==> src/rtl/phy_seq_pkg.sv <==
package phy_seq_pkg;

  localparam int NBANDS = 5;
  localparam int NXTRA  = 2;

  // band limits: low inclusive, high exclusive
  localparam logic [31:0] BAND_LO  [NBANDS] = '{32'd0, 32'd20_000_000, 32'd42_500_000,
                                                32'd85_000_000, 32'd170_000_000};
  localparam logic [31:0] BAND_HI  [NBANDS] = '{32'd20_000_000, 32'd42_500_000, 32'd85_000_000,
                                                32'd170_000_000, 32'd340_000_000};
  localparam logic [7:0]  BAND_IDF [NBANDS] = '{8'd1, 8'd2, 8'd4, 8'd8, 8'd16};
  localparam logic [1:0]  BAND_ODF [NBANDS] = '{2'd3, 2'd3, 2'd2, 2'd1, 2'd0};

  // tuning table: both limits inclusive, first match wins
  localparam logic [31:0] XTRA_LO  [NXTRA] = '{32'd0, 32'd250_000_000};
  localparam logic [31:0] XTRA_HI  [NXTRA] = '{32'd250_000_000, 32'd300_000_000};
  localparam logic [31:0] XTRA_SER [NXTRA] = '{32'h0000_0000, 32'h0000_1110};
  localparam logic [31:0] XTRA_CUR [NXTRA] = '{32'h0, 32'h0};
  localparam logic [31:0] XTRA_CAL [NXTRA] = '{32'h0, 32'h0};

  localparam logic [7:0]  FB_DIV       = 8'd40;
  localparam logic [31:0] TERM_ABOVE   = 32'd165_000_000;
  localparam logic [31:0] SER_ON_BITS  = 32'h000D_0001;  // enable, ext data, both detections
  localparam logic [31:0] SER_SRC_TERM = 32'h0100_0000;
  localparam logic [31:0] SER_OWNED    = 32'h010F_0003;  // bits the sequencer keeps for itself
  localparam logic [31:0] SER_OFF_BITS = 32'h000C_0000;  // detections only

  localparam logic [31:0] REG_SER = 32'h504;
  localparam logic [31:0] REG_PLL = 32'h510;
  localparam logic [31:0] REG_CUR = 32'h518;
  localparam logic [31:0] REG_CAL = 32'h520;

  typedef enum logic [3:0] {
    ST_IDLE, ST_CHECK, ST_PLL_WR, ST_LOCK_WAIT, ST_SER_WR, ST_CUR_WR, ST_CAL_WR,
    ST_OFF_SER, ST_OFF_PLL, ST_UNLOCK_WAIT, ST_DONE, ST_FAIL
  } seq_state_e;

  function automatic logic [31:0] pll_word(input logic [7:0] idf, input logic [1:0] odf);
    return {6'b0, odf, idf, FB_DIV, 8'h01};
  endfunction

  function automatic logic [31:0] ser_word(input logic [31:0] hz, input logic xhit,
                                           input logic [31:0] xval);
    logic [31:0] w;
    w = SER_ON_BITS;
    if (hz > TERM_ABOVE) w = w | SER_SRC_TERM;
    if (xhit) w = w | (xval & ~SER_OWNED);
    return w;
  endfunction

endpackage

==> src/rtl/lock_timer.sv <==
module lock_timer #(
  parameter int LIMIT = 50
) (
  input  logic clk,
  input  logic rst_n,
  input  logic clr_i,
  input  logic run_i,
  input  logic tick_i,
  output logic expired_o
);
  localparam int CNT_W = $clog2(LIMIT + 1);

  logic [CNT_W-1:0] cnt;

  assign expired_o = (cnt == CNT_W'(LIMIT));

  always_ff @(posedge clk or negedge rst_n) begin
    if (!rst_n)                            cnt <= '0;
    else if (clr_i)                        cnt <= '0;
    else if (run_i && tick_i && !expired_o) cnt <= cnt + 1'b1;
  end

  assert_timer_bound_R4: assert property (@(posedge clk) disable iff (!rst_n)
    cnt <= CNT_W'(LIMIT));
  assert_expire_hold_R4: assert property (@(posedge clk) disable iff (!rst_n)
    (expired_o && !clr_i) |=> expired_o);
endmodule

==> src/rtl/clk_band_map.sv <==
module clk_band_map
  import phy_seq_pkg::*;
(
  input  logic [31:0]       hz_i,
  output logic [NBANDS-1:0] band_hits_o,
  output logic              in_band_o,
  output logic [31:0]       pll_word_o,
  output logic [31:0]       ser_word_o,
  output logic [31:0]       cur_word_o,
  output logic [31:0]       cal_word_o
);
  logic [NXTRA-1:0] xhits;
  logic [7:0]       idf;
  logic [1:0]       odf;
  logic             xhit;
  logic [31:0]      xser;

  for (genvar b = 0; b < NBANDS; b++) begin : g_band
    if (b == 0) begin : g_first
      assign band_hits_o[b] = (hz_i < BAND_HI[b]);
    end else begin : g_rest
      assign band_hits_o[b] = (hz_i >= BAND_LO[b]) && (hz_i < BAND_HI[b]);
    end
  end

  for (genvar x = 0; x < NXTRA; x++) begin : g_xtra
    if (x == 0) begin : g_first
      assign xhits[x] = (hz_i <= XTRA_HI[x]);
    end else begin : g_rest
      assign xhits[x] = (hz_i >= XTRA_LO[x]) && (hz_i <= XTRA_HI[x]);
    end
  end

  always_comb begin
    in_band_o = 1'b0;
    idf       = '0;
    odf       = '0;
    for (int b = NBANDS - 1; b >= 0; b--) begin
      if (band_hits_o[b]) begin
        in_band_o = 1'b1;
        idf       = BAND_IDF[b];
        odf       = BAND_ODF[b];
      end
    end
  end

  always_comb begin
    xhit       = 1'b0;
    xser       = '0;
    cur_word_o = '0;
    cal_word_o = '0;
    for (int x = NXTRA - 1; x >= 0; x--) begin
      if (xhits[x]) begin
        xhit       = 1'b1;
        xser       = XTRA_SER[x];
        cur_word_o = XTRA_CUR[x];
        cal_word_o = XTRA_CAL[x];
      end
    end
  end

  assign pll_word_o = pll_word(idf, odf);
  assign ser_word_o = ser_word(hz_i, xhit, xser);
endmodule

==> src/rtl/phy_pwr_seq.sv <==
module phy_pwr_seq
  import phy_seq_pkg::*;
#(
  parameter int ADDR_W     = 12,
  parameter int TIMEOUT_MS = 50
) (
  input  logic              clk,
  input  logic              rst_n,
  input  logic              start_i,
  input  logic              stop_i,
  input  logic [31:0]       pclk_hz_i,
  input  logic              lock_i,
  input  logic              ms_tick_i,
  output logic              wr_en_o,
  output logic [ADDR_W-1:0] wr_addr_o,
  output logic [31:0]       wr_data_o,
  output logic              busy_o,
  output logic              done_o,
  output logic              err_o
);
  seq_state_e       state, state_nx;
  logic [31:0]      tmds_q;
  logic [NBANDS-1:0] band_hits;
  logic             in_band, expired, waiting, timer_clr;
  logic [31:0]      pll_w, ser_w, cur_w, cal_w;

  clk_band_map u_map (
    .hz_i(tmds_q), .band_hits_o(band_hits), .in_band_o(in_band),
    .pll_word_o(pll_w), .ser_word_o(ser_w), .cur_word_o(cur_w), .cal_word_o(cal_w)
  );

  assign waiting   = (state == ST_LOCK_WAIT) || (state == ST_UNLOCK_WAIT);
  assign timer_clr = (state == ST_PLL_WR) || (state == ST_OFF_PLL);

  lock_timer #(.LIMIT(TIMEOUT_MS)) u_timer (
    .clk(clk), .rst_n(rst_n), .clr_i(timer_clr), .run_i(waiting),
    .tick_i(ms_tick_i), .expired_o(expired)
  );

  always_comb begin
    state_nx = state;
    unique case (state)
      ST_IDLE:        if (start_i) state_nx = ST_CHECK;
                      else if (stop_i) state_nx = ST_OFF_SER;
      ST_CHECK:       state_nx = in_band ? ST_PLL_WR : ST_FAIL;
      ST_PLL_WR:      state_nx = ST_LOCK_WAIT;
      ST_LOCK_WAIT:   if (lock_i) state_nx = ST_SER_WR;
                      else if (expired) state_nx = ST_FAIL;
      ST_SER_WR:      state_nx = ST_CUR_WR;
      ST_CUR_WR:      state_nx = ST_CAL_WR;
      ST_CAL_WR:      state_nx = ST_DONE;
      ST_OFF_SER:     state_nx = ST_OFF_PLL;
      ST_OFF_PLL:     state_nx = ST_UNLOCK_WAIT;
      ST_UNLOCK_WAIT: if (!lock_i) state_nx = ST_DONE;
                      else if (expired) state_nx = ST_FAIL;
      default:        state_nx = ST_IDLE;
    endcase
  end

  always_ff @(posedge clk or negedge rst_n) begin
    if (!rst_n) begin
      state  <= ST_IDLE;
      tmds_q <= '0;
    end else begin
      state <= state_nx;
      if (state == ST_IDLE && start_i) tmds_q <= pclk_hz_i;
    end
  end

  always_comb begin
    wr_en_o   = 1'b1;
    wr_addr_o = '0;
    wr_data_o = '0;
    case (state)
      ST_PLL_WR:  begin wr_addr_o = ADDR_W'(REG_PLL); wr_data_o = pll_w;        end
      ST_SER_WR:  begin wr_addr_o = ADDR_W'(REG_SER); wr_data_o = ser_w;        end
      ST_CUR_WR:  begin wr_addr_o = ADDR_W'(REG_CUR); wr_data_o = cur_w;        end
      ST_CAL_WR:  begin wr_addr_o = ADDR_W'(REG_CAL); wr_data_o = cal_w;        end
      ST_OFF_SER: begin wr_addr_o = ADDR_W'(REG_SER); wr_data_o = SER_OFF_BITS; end
      ST_OFF_PLL: begin wr_addr_o = ADDR_W'(REG_PLL); wr_data_o = '0;           end
      default:    wr_en_o = 1'b0;
    endcase
  end

  assign busy_o = (state != ST_IDLE);
  assign done_o = (state == ST_DONE);
  assign err_o  = (state == ST_FAIL);

  assert_band_unique_R1: assert property (@(posedge clk) disable iff (!rst_n)
    $onehot0(band_hits));
  assert_pll_in_band_R2: assert property (@(posedge clk) disable iff (!rst_n)
    (wr_en_o && wr_addr_o == ADDR_W'(REG_PLL) && wr_data_o != 0) |-> $onehot(band_hits));
  assert_quiet_wait_R3: assert property (@(posedge clk) disable iff (!rst_n)
    waiting |-> !wr_en_o);
  assert_lock_advance_R3: assert property (@(posedge clk) disable iff (!rst_n)
    (state == ST_LOCK_WAIT && lock_i) |=> (wr_en_o && wr_addr_o == ADDR_W'(REG_SER)));
  assert_write_busy_R7: assert property (@(posedge clk) disable iff (!rst_n)
    wr_en_o |-> busy_o);
  assert_stuck_lock_R8: assert property (@(posedge clk) disable iff (!rst_n)
    (state == ST_UNLOCK_WAIT && lock_i && expired) |=> err_o);
  assert_pulse_excl_R10: assert property (@(posedge clk) disable iff (!rst_n)
    !(done_o && err_o));
  assert_end_idle_R10: assert property (@(posedge clk) disable iff (!rst_n)
    (done_o || err_o) |=> (!busy_o && !done_o && !err_o));
endmodule

==> config.mk <==
export PLATFORM = sky130hd
export DESIGN_NAME = phy_pwr_seq
export DESIGN_NICKNAME = d
export VERILOG_FILES = /design/src/rtl/phy_seq_pkg.sv /design/src/rtl/lock_timer.sv /design/src/rtl/clk_band_map.sv /design/src/rtl/phy_pwr_seq.sv
export SDC_FILE = /design/constraint.sdc
export NUM_CORES = 1
export LEC_CHECK = 0
export ABC_CLOCK_PERIOD_IN_PS = 2300
export CAP_MARGIN = 25
export CELL_PAD_IN_SITES_DETAIL_PLACEMENT = 1
export CELL_PAD_IN_SITES_GLOBAL_PLACEMENT = 1
export CORE_MARGIN = 2
export CORE_UTILIZATION = 32
export CTS_BUF_LIST = sky130_fd_sc_hd__clkbuf_8 sky130_fd_sc_hd__clkbuf_16
export DETAILED_ROUTE_END_ITERATION = 10
export PLACE_DENSITY_LB_ADDON = 0.1
export SYNTH_ARGS = -nofsm -noshare
export SYNTH_HDL_FRONTEND = slang
export SYNTH_SLANG_ARGS = --single-unit
==> constraint.sdc <==
create_clock -name clk -period 2.3 [get_ports clk]
set_input_delay 0.575 -clock clk [delete_from_list [all_inputs] [get_ports clk]]
set_output_delay 0.575 -clock clk [all_outputs]
set_load 0.05 [all_outputs]
# Word-level counts from Yosys, hierarchy flattened
# Cells that the tools add are included.
# Widths: inputs -> output; s select.
[word_totals]
regBits = 42
inputBits = 38
out_inout_bits = 48
wordCells = 80
[classes]
add_sub_neg = 1
magnitude_cmp = 13
eq_ne = 13
muxes = 32
n_bitwise = 1
n_reduce_logical = 17
[op_table]
columns = ["operator", "n"]
rows = [
  ["$pmux 32 s3", 1],
  ["$ge 32x28->1 const B", 2],
  ["$pmux 11 s4", 1],
  ["$pmux 4 s10", 1],
  ["$ge 32x25->1 const B", 1],
  ["$ge 32x26->1 const B", 1],
  ["$ge 32x27->1 const B", 1],
  ["$gt 32x28->1 const B", 1],
  ["$le 32x28->1 const B", 1],
  ["$le 32x29->1 const B", 1],
  ["$lt 32x25->1 const B", 1],
  ["$lt 32x26->1 const B", 1],
  ["$lt 32x27->1 const B", 1],
  ["$lt 32x28->1 const B", 1],
  ["$lt 32x29->1 const B", 1],
  ["$mux 32", 1],
  ["$mux 8", 4],
  ["$mux 13", 2],
  ["$mux 25", 1],
  ["$or 25x13->25", 1],
  ["$mux 4", 6],
  ["$eq 4x3->1 const B", 4],
  ["$eq 4x4->1 const B", 4],
  ["$mux 6", 2],
  ["16 further kinds", 36],
]

# Depth between registers and ports, before layout
[logic_depth]
word_depth = 9
depth_mapped = 7
ltp_nobuf = 6

# By module
# Synthesis repeated with hierarchy kept, for this count alone.
[hier_totals]
hier_cells = 539
hier_area_um2 = 4614.4
[modules_own_cells]
columns = ["mod", "n_inst", "cells_each", "area_per_inst_um2", "seq_area_each_um2"]
rows = [
  ["phy_pwr_seq", 1, 261, 2607.5, 900.9],
  ["clk_band_map", 1, 238, 1646.6, 0.0],
  ["lock_timer", 1, 40, 360.3, 150.1],
]

# Worst setup path before layout
# Ideal clock, no wire load.
[synth_path]
path_type = "flip-flop to output port"
startpoint = "register state[0]"
endpoint = "output port wr_data_o[17]"
t_arrival_ns = 3.426
t_required_ns = 1.725
slack_ns = -1.701
stages_incl_launch_ff = 7
path_buffers = 1
cell_sequence = "dfrtp_1 -> clkbuf_1 -> inv_1 -> nand2_1 -> nor3_1 -> nand2_1 -> nor3_1"
[synth_between]
elab_chain_len = 2
elab_cells_between_ends = 4
cone_classes = "3 x eq/ne; 1 x mux"
[synth_lines]
columns = ["element", "line", "text"]
rows = [
  ["start: declaration", "phy_pwr_seq.sv:21", "seq_state_e state, state_nx;"],
  ["start signal: assignment", "phy_pwr_seq.sv:65", "state <= state_nx;"],
  ["$eq 4x3->1 / $eq 4x2->1 (equally long branches)", "phy_pwr_seq.sv:74", "case (state)"],
  ["$pmux 32 s3 (*)", "phy_pwr_seq.sv:74", ""],
  ["end: declaration", "phy_pwr_seq.sv:16", "output logic [31:0] wr_data_o,"],
]
# Every way passes the cells marked *; elsewhere a longest branch is shown, timed or not.

# Worst setup path in the final report
[layout_path]
startpoint = "register tmds_q[20]"
endpoint = "output port wr_data_o[8]"
[layout_between]
elab_chain_len = 7
elab_cells_between_ends = 11
cone_classes = "3 x order compare; 6 x mux; 1 x bitwise; 1 x reduce/logical"
[layout_lines]
columns = ["element", "line", "text"]
rows = [
  ["start: declaration", "phy_pwr_seq.sv:22", "logic [31:0] tmds_q;"],
  ["start signal: assignment", "phy_pwr_seq.sv:66", "if (state == ST_IDLE && start_i) tmds_q <= pclk_hz_i;"],
  ["$ge 32x28->1 / $le 32x29->1 (equally long branches)", "clk_band_map.sv:30", "assign xhits[x] = (hz_i >= XTRA_LO[x]) && (hz_i <= XTRA_HI[x]);"],
  ["$logic_and 1x1->1", "clk_band_map.sv:30", ""],
  ["$mux 13 (2 in series)", "clk_band_map.sv:53", "if (xhits[x]) begin"],
  ["$or 25x13->25", "phy_seq_pkg.sv:47", "if (xhit) w = w | (xval & ~SER_OWNED);"],
  ["$mux 32 (*)", "phy_seq_pkg.sv:47", ""],
  ["$pmux 32 s3 (*)", "phy_pwr_seq.sv:74", ""],
]
# Marks and branches as above.

==> impl_metrics.yaml <==
run_status:
  status: "complete, but fails checks"
  violations: "setup timing"
route:
  drt_iter0_drc: 73
  postRouteAntennaNets: 0
  wirelength_mm: 9.19
  routedWlPerCell_um: 16.6
  drt-pass1-iter-count: 4
  drc: 0
  via_count: 2832
  avgViaCountPerCell: 5.11
floorplanning:
  die_area_mm2: 0.0100
  fp.dieW_um: 100
  floorplan.initialDensity_pct: 32.5
  coreArea_mm2: 0.00911
  pin_count: 86
  die_y_um: 100
  rows: 35
critical_path:
  r2r_slack_ps: 150
  arrival_ps: 2350
  endpoint_kind: "primary output"
  start_kind: "flip-flop"
  timing_worst_setup_path_type: "flip-flop to primary output"
  path_delay_family: "simple AND/OR/NAND/NOR gates"
  crit_required_ps: 1730
  path_cells: "buf_4 -> nor4_2 -> nand3_1 -> or4b_1 -> o2111ai_2 -> a211oi_4 -> buf_12 -> buf_12"
  worstRegToRegCells: 9
  cp.buffers_inverters: 3
  r2r-start: "tmds_q[11]"
  cp_max_fo: 8
  cpPeakStageDelay_ps: 500
  timing.rr.end: "state[0]"
  cpMaxStageDelayCell: "or4b_1"
  crit_path_frequent_cell: "buf_12"
clock_tree:
  clk_path_buf_depth: 2
  cts_sinks: 42
  cts_tree: "done"
  clk_pin_slew_ps: 90
  cts_hold_buf: 0
  cts-root-buf: "clkbuf_8"
  htree_levels: 2
  insertion_delay_ps: 300
  numCtsBuffers: 5
yosys:
  synth_cell_types: 56
  avgSynthCellArea_um2: 9.06
  synth_edf_count: 0
  netlist_top_cells_area: "dfrtp_1 (35%), mux2_2 (12%), buf_4 (8.1%)"
  yosys_most_used_dff: "dfrtp_1"
  synth-async-reset-ratio_pct: 100
  synth_seq_cells: 42
  synth_cells: 327
  synth_area_leader_cell: "dfrtp_1"
  synth_top_area_share_pct: 35.5
  syn-cell-area_mm2: 0.00296
  ys_top_cells_by_count: "dfrtp_1 (42), buf_4 (32), mux2_2 (32), nor2_1 (24), nand2_1 (22)"
  synth.most_common_cell: "dfrtp_1"
  ys_warn_count: 0
  synth-seq-area-share_pct: 35.5
sta:
  slew_headroom_pct: 64.9
  clock.fmax_ghz: 0.342
  drv_slew: 0
  layout_setup_ws_ps: -620
  clock_skew_ps: 5.19
  hold_violations: 0
  worst_hold_slack_ps: 226
  finalSetupViolCount: 10
  rsz0062_at_grt: "yes"
  min_period_over_period_pct: 127
  tightest_slew_ps: 527
  min_period_ps: 2920
placement:
  placed_cells: 533
  placedInstanceArea_mm2: 0.00425
  dp_hpwl_mm: 6.95
  place.gp.congestion: 0.822
  portBuffers: 60
finish:
  n_antenna_cell: 0
  design_area_mm2: 0.00480
  area_growth_pct: 62.0
  fill_cells: 1000
  nNetsFinal: 482
  final_cells: 554
  drive_gt1_share_pct: 45.8
global_routing:
  overflow: 0
  grt_pass1_vias: 2913
  grt.total_usage_pct: 19.1
  grt_pass1_wl_mm: 15.0
  antenna_found_initial: 0
  grt_max_degree: 25
run:
  drv_cap: 0
power:
  power_density_mw_per_mm2: 1340
  leakagePower_nw: 1.98
  irDropWorstVdd_mv: 0.462
worst_hold_path:
  hold_class: "input pin to async pin"
worst register-to-register path: stages (launching register included):
cell      delay (ps)
dfrtp_1          420
buf_6            120
o211ai_1         130
buf_4            180
or3_1            390
a21oi_2          200
nor2_2            70
buf_4            130
buf_4            120
o41ai_1          280
sequential cells by signal, indices dropped and copies added (netlist names):
signal       cells
state            4
tmds_q          32
u_timer.cnt      6
cells in the final DEF (no fill, tap or decap), drive strengths merged, types with 5 or more instances in the layout:
cell / netlist / routed
buf: 42 / 101
dfrtp: 42 / 42
clkdlybuf4s50: 0 / 36
mux2: 32 / 32
conb: 1 / 25
nor2: 24 / 24
nand2: 22 / 22
o21ai: 15 / 15
a21oi: 14 / 14
nand3: 13 / 13
nor4: 13 / 13
nor3: 12 / 12
nand4: 11 / 11
inv: 9 / 9
o21a: 6 / 6
clkbuf: 11 / 5
o211ai: 5 / 5
routing by layer:
metal | wire length (um) | GRT usage (%) | vias up | share of wire [%]
met1 | 4070 | 24.3 | 1397 | 44
met4 | 177 | 5.90 | 0 | 1.9
li1 | - | - | 1360 | -
met5 | 0 | 0 | - | 0
met3 | 313 | 3.13 | 15 | 3.4
met2 | 4620 | 33.1 | 60 | 50
kinds of logic (layout without fill, tap and decap cells):
| family | after synthesis | after routing | synth area share [%] |
|---|---|---|---|
| adders and majority gates | 2 | 2 | 0.845 |
| buffers and inverters | 62 | 154 | 12.8 |
| xor gates and xnor gates | 5 | 5 | 1.48 |
| muxes | 32 | 32 | 12.2 |
| DFF | 42 | 42 | 35.5 |
| other | 1 | 25 | 0.127 |
| AOI/OAI and AO/OA | 65 | 65 | 15.0 |
| and+or+nand+nor | 118 | 118 | 22.1 |
cell type report:
cell class                      count  area [um2]  share of cell area [%]
Clock buffer                        5        68.8                    1.43
Multi-Input combinational cell    247        1960                    40.9
Inverter                            9        36.3                   0.756
Timing Repair Buffer              137        1490                    31.0
Sequential cell                    42        1060                    22.1
Clock inverter                      3        45.0                   0.939
Tap cell                          111         139                    2.90
where the power goes:
group	total, W	internal, W	leakage (nW)	switching, W
clock	0.000606	0.000323	0.0504	0.000283
sequential	0.00149	0.00109	0.504	0.000402
combinational	0.00435	0.00213	1.42	0.00222
total	0.00645	0.00354	1.98	0.00291
through the flow:
| step | TNS [ps] | utilization (%) | worst slack [ps] | power, W |
|---|---|---|---|---|
| after floorplan | -1860 | - | -546 | 0.00362 |
| after global placement | -2280 | 46.7 | -329 | 0.00514 |
| after detailed placement | -2400 | 46.7 | -378 | 0.00520 |
| after CTS | -4660 | 51.3 | -646 | 0.00626 |
| after global routing | -5790 | 52.7 | -761 | 0.00687 |
| final | -4580 | 52.7 | -620 | 0.00645 |
worst max-delay path by stage:
stage               depth (start not counted)  slack, ps        from       endpoint
CTS                                         7       -650  tmds_q[20]   wr_data_o[8]
global route                                7       -760  tmds_q[20]   wr_data_o[8]
finish                                      8       -620  tmds_q[20]   wr_data_o[8]
detailed placement                          6       -380  tmds_q[20]   wr_data_o[8]
global placement                            6       -330  tmds_q[20]  wr_data_o[12]
floorplan                                   7       -550  tmds_q[20]  wr_data_o[12]
timing repair:
action,in CTS,in global routing
pin swaps,22,9
hold endpoints to repair,0,0
setup endpoints to repair,15,17
gates cloned,0,0
buffers inserted,10,3
resized for setup,54,21
Note: power is estimated with default switching activity, not from simulation.
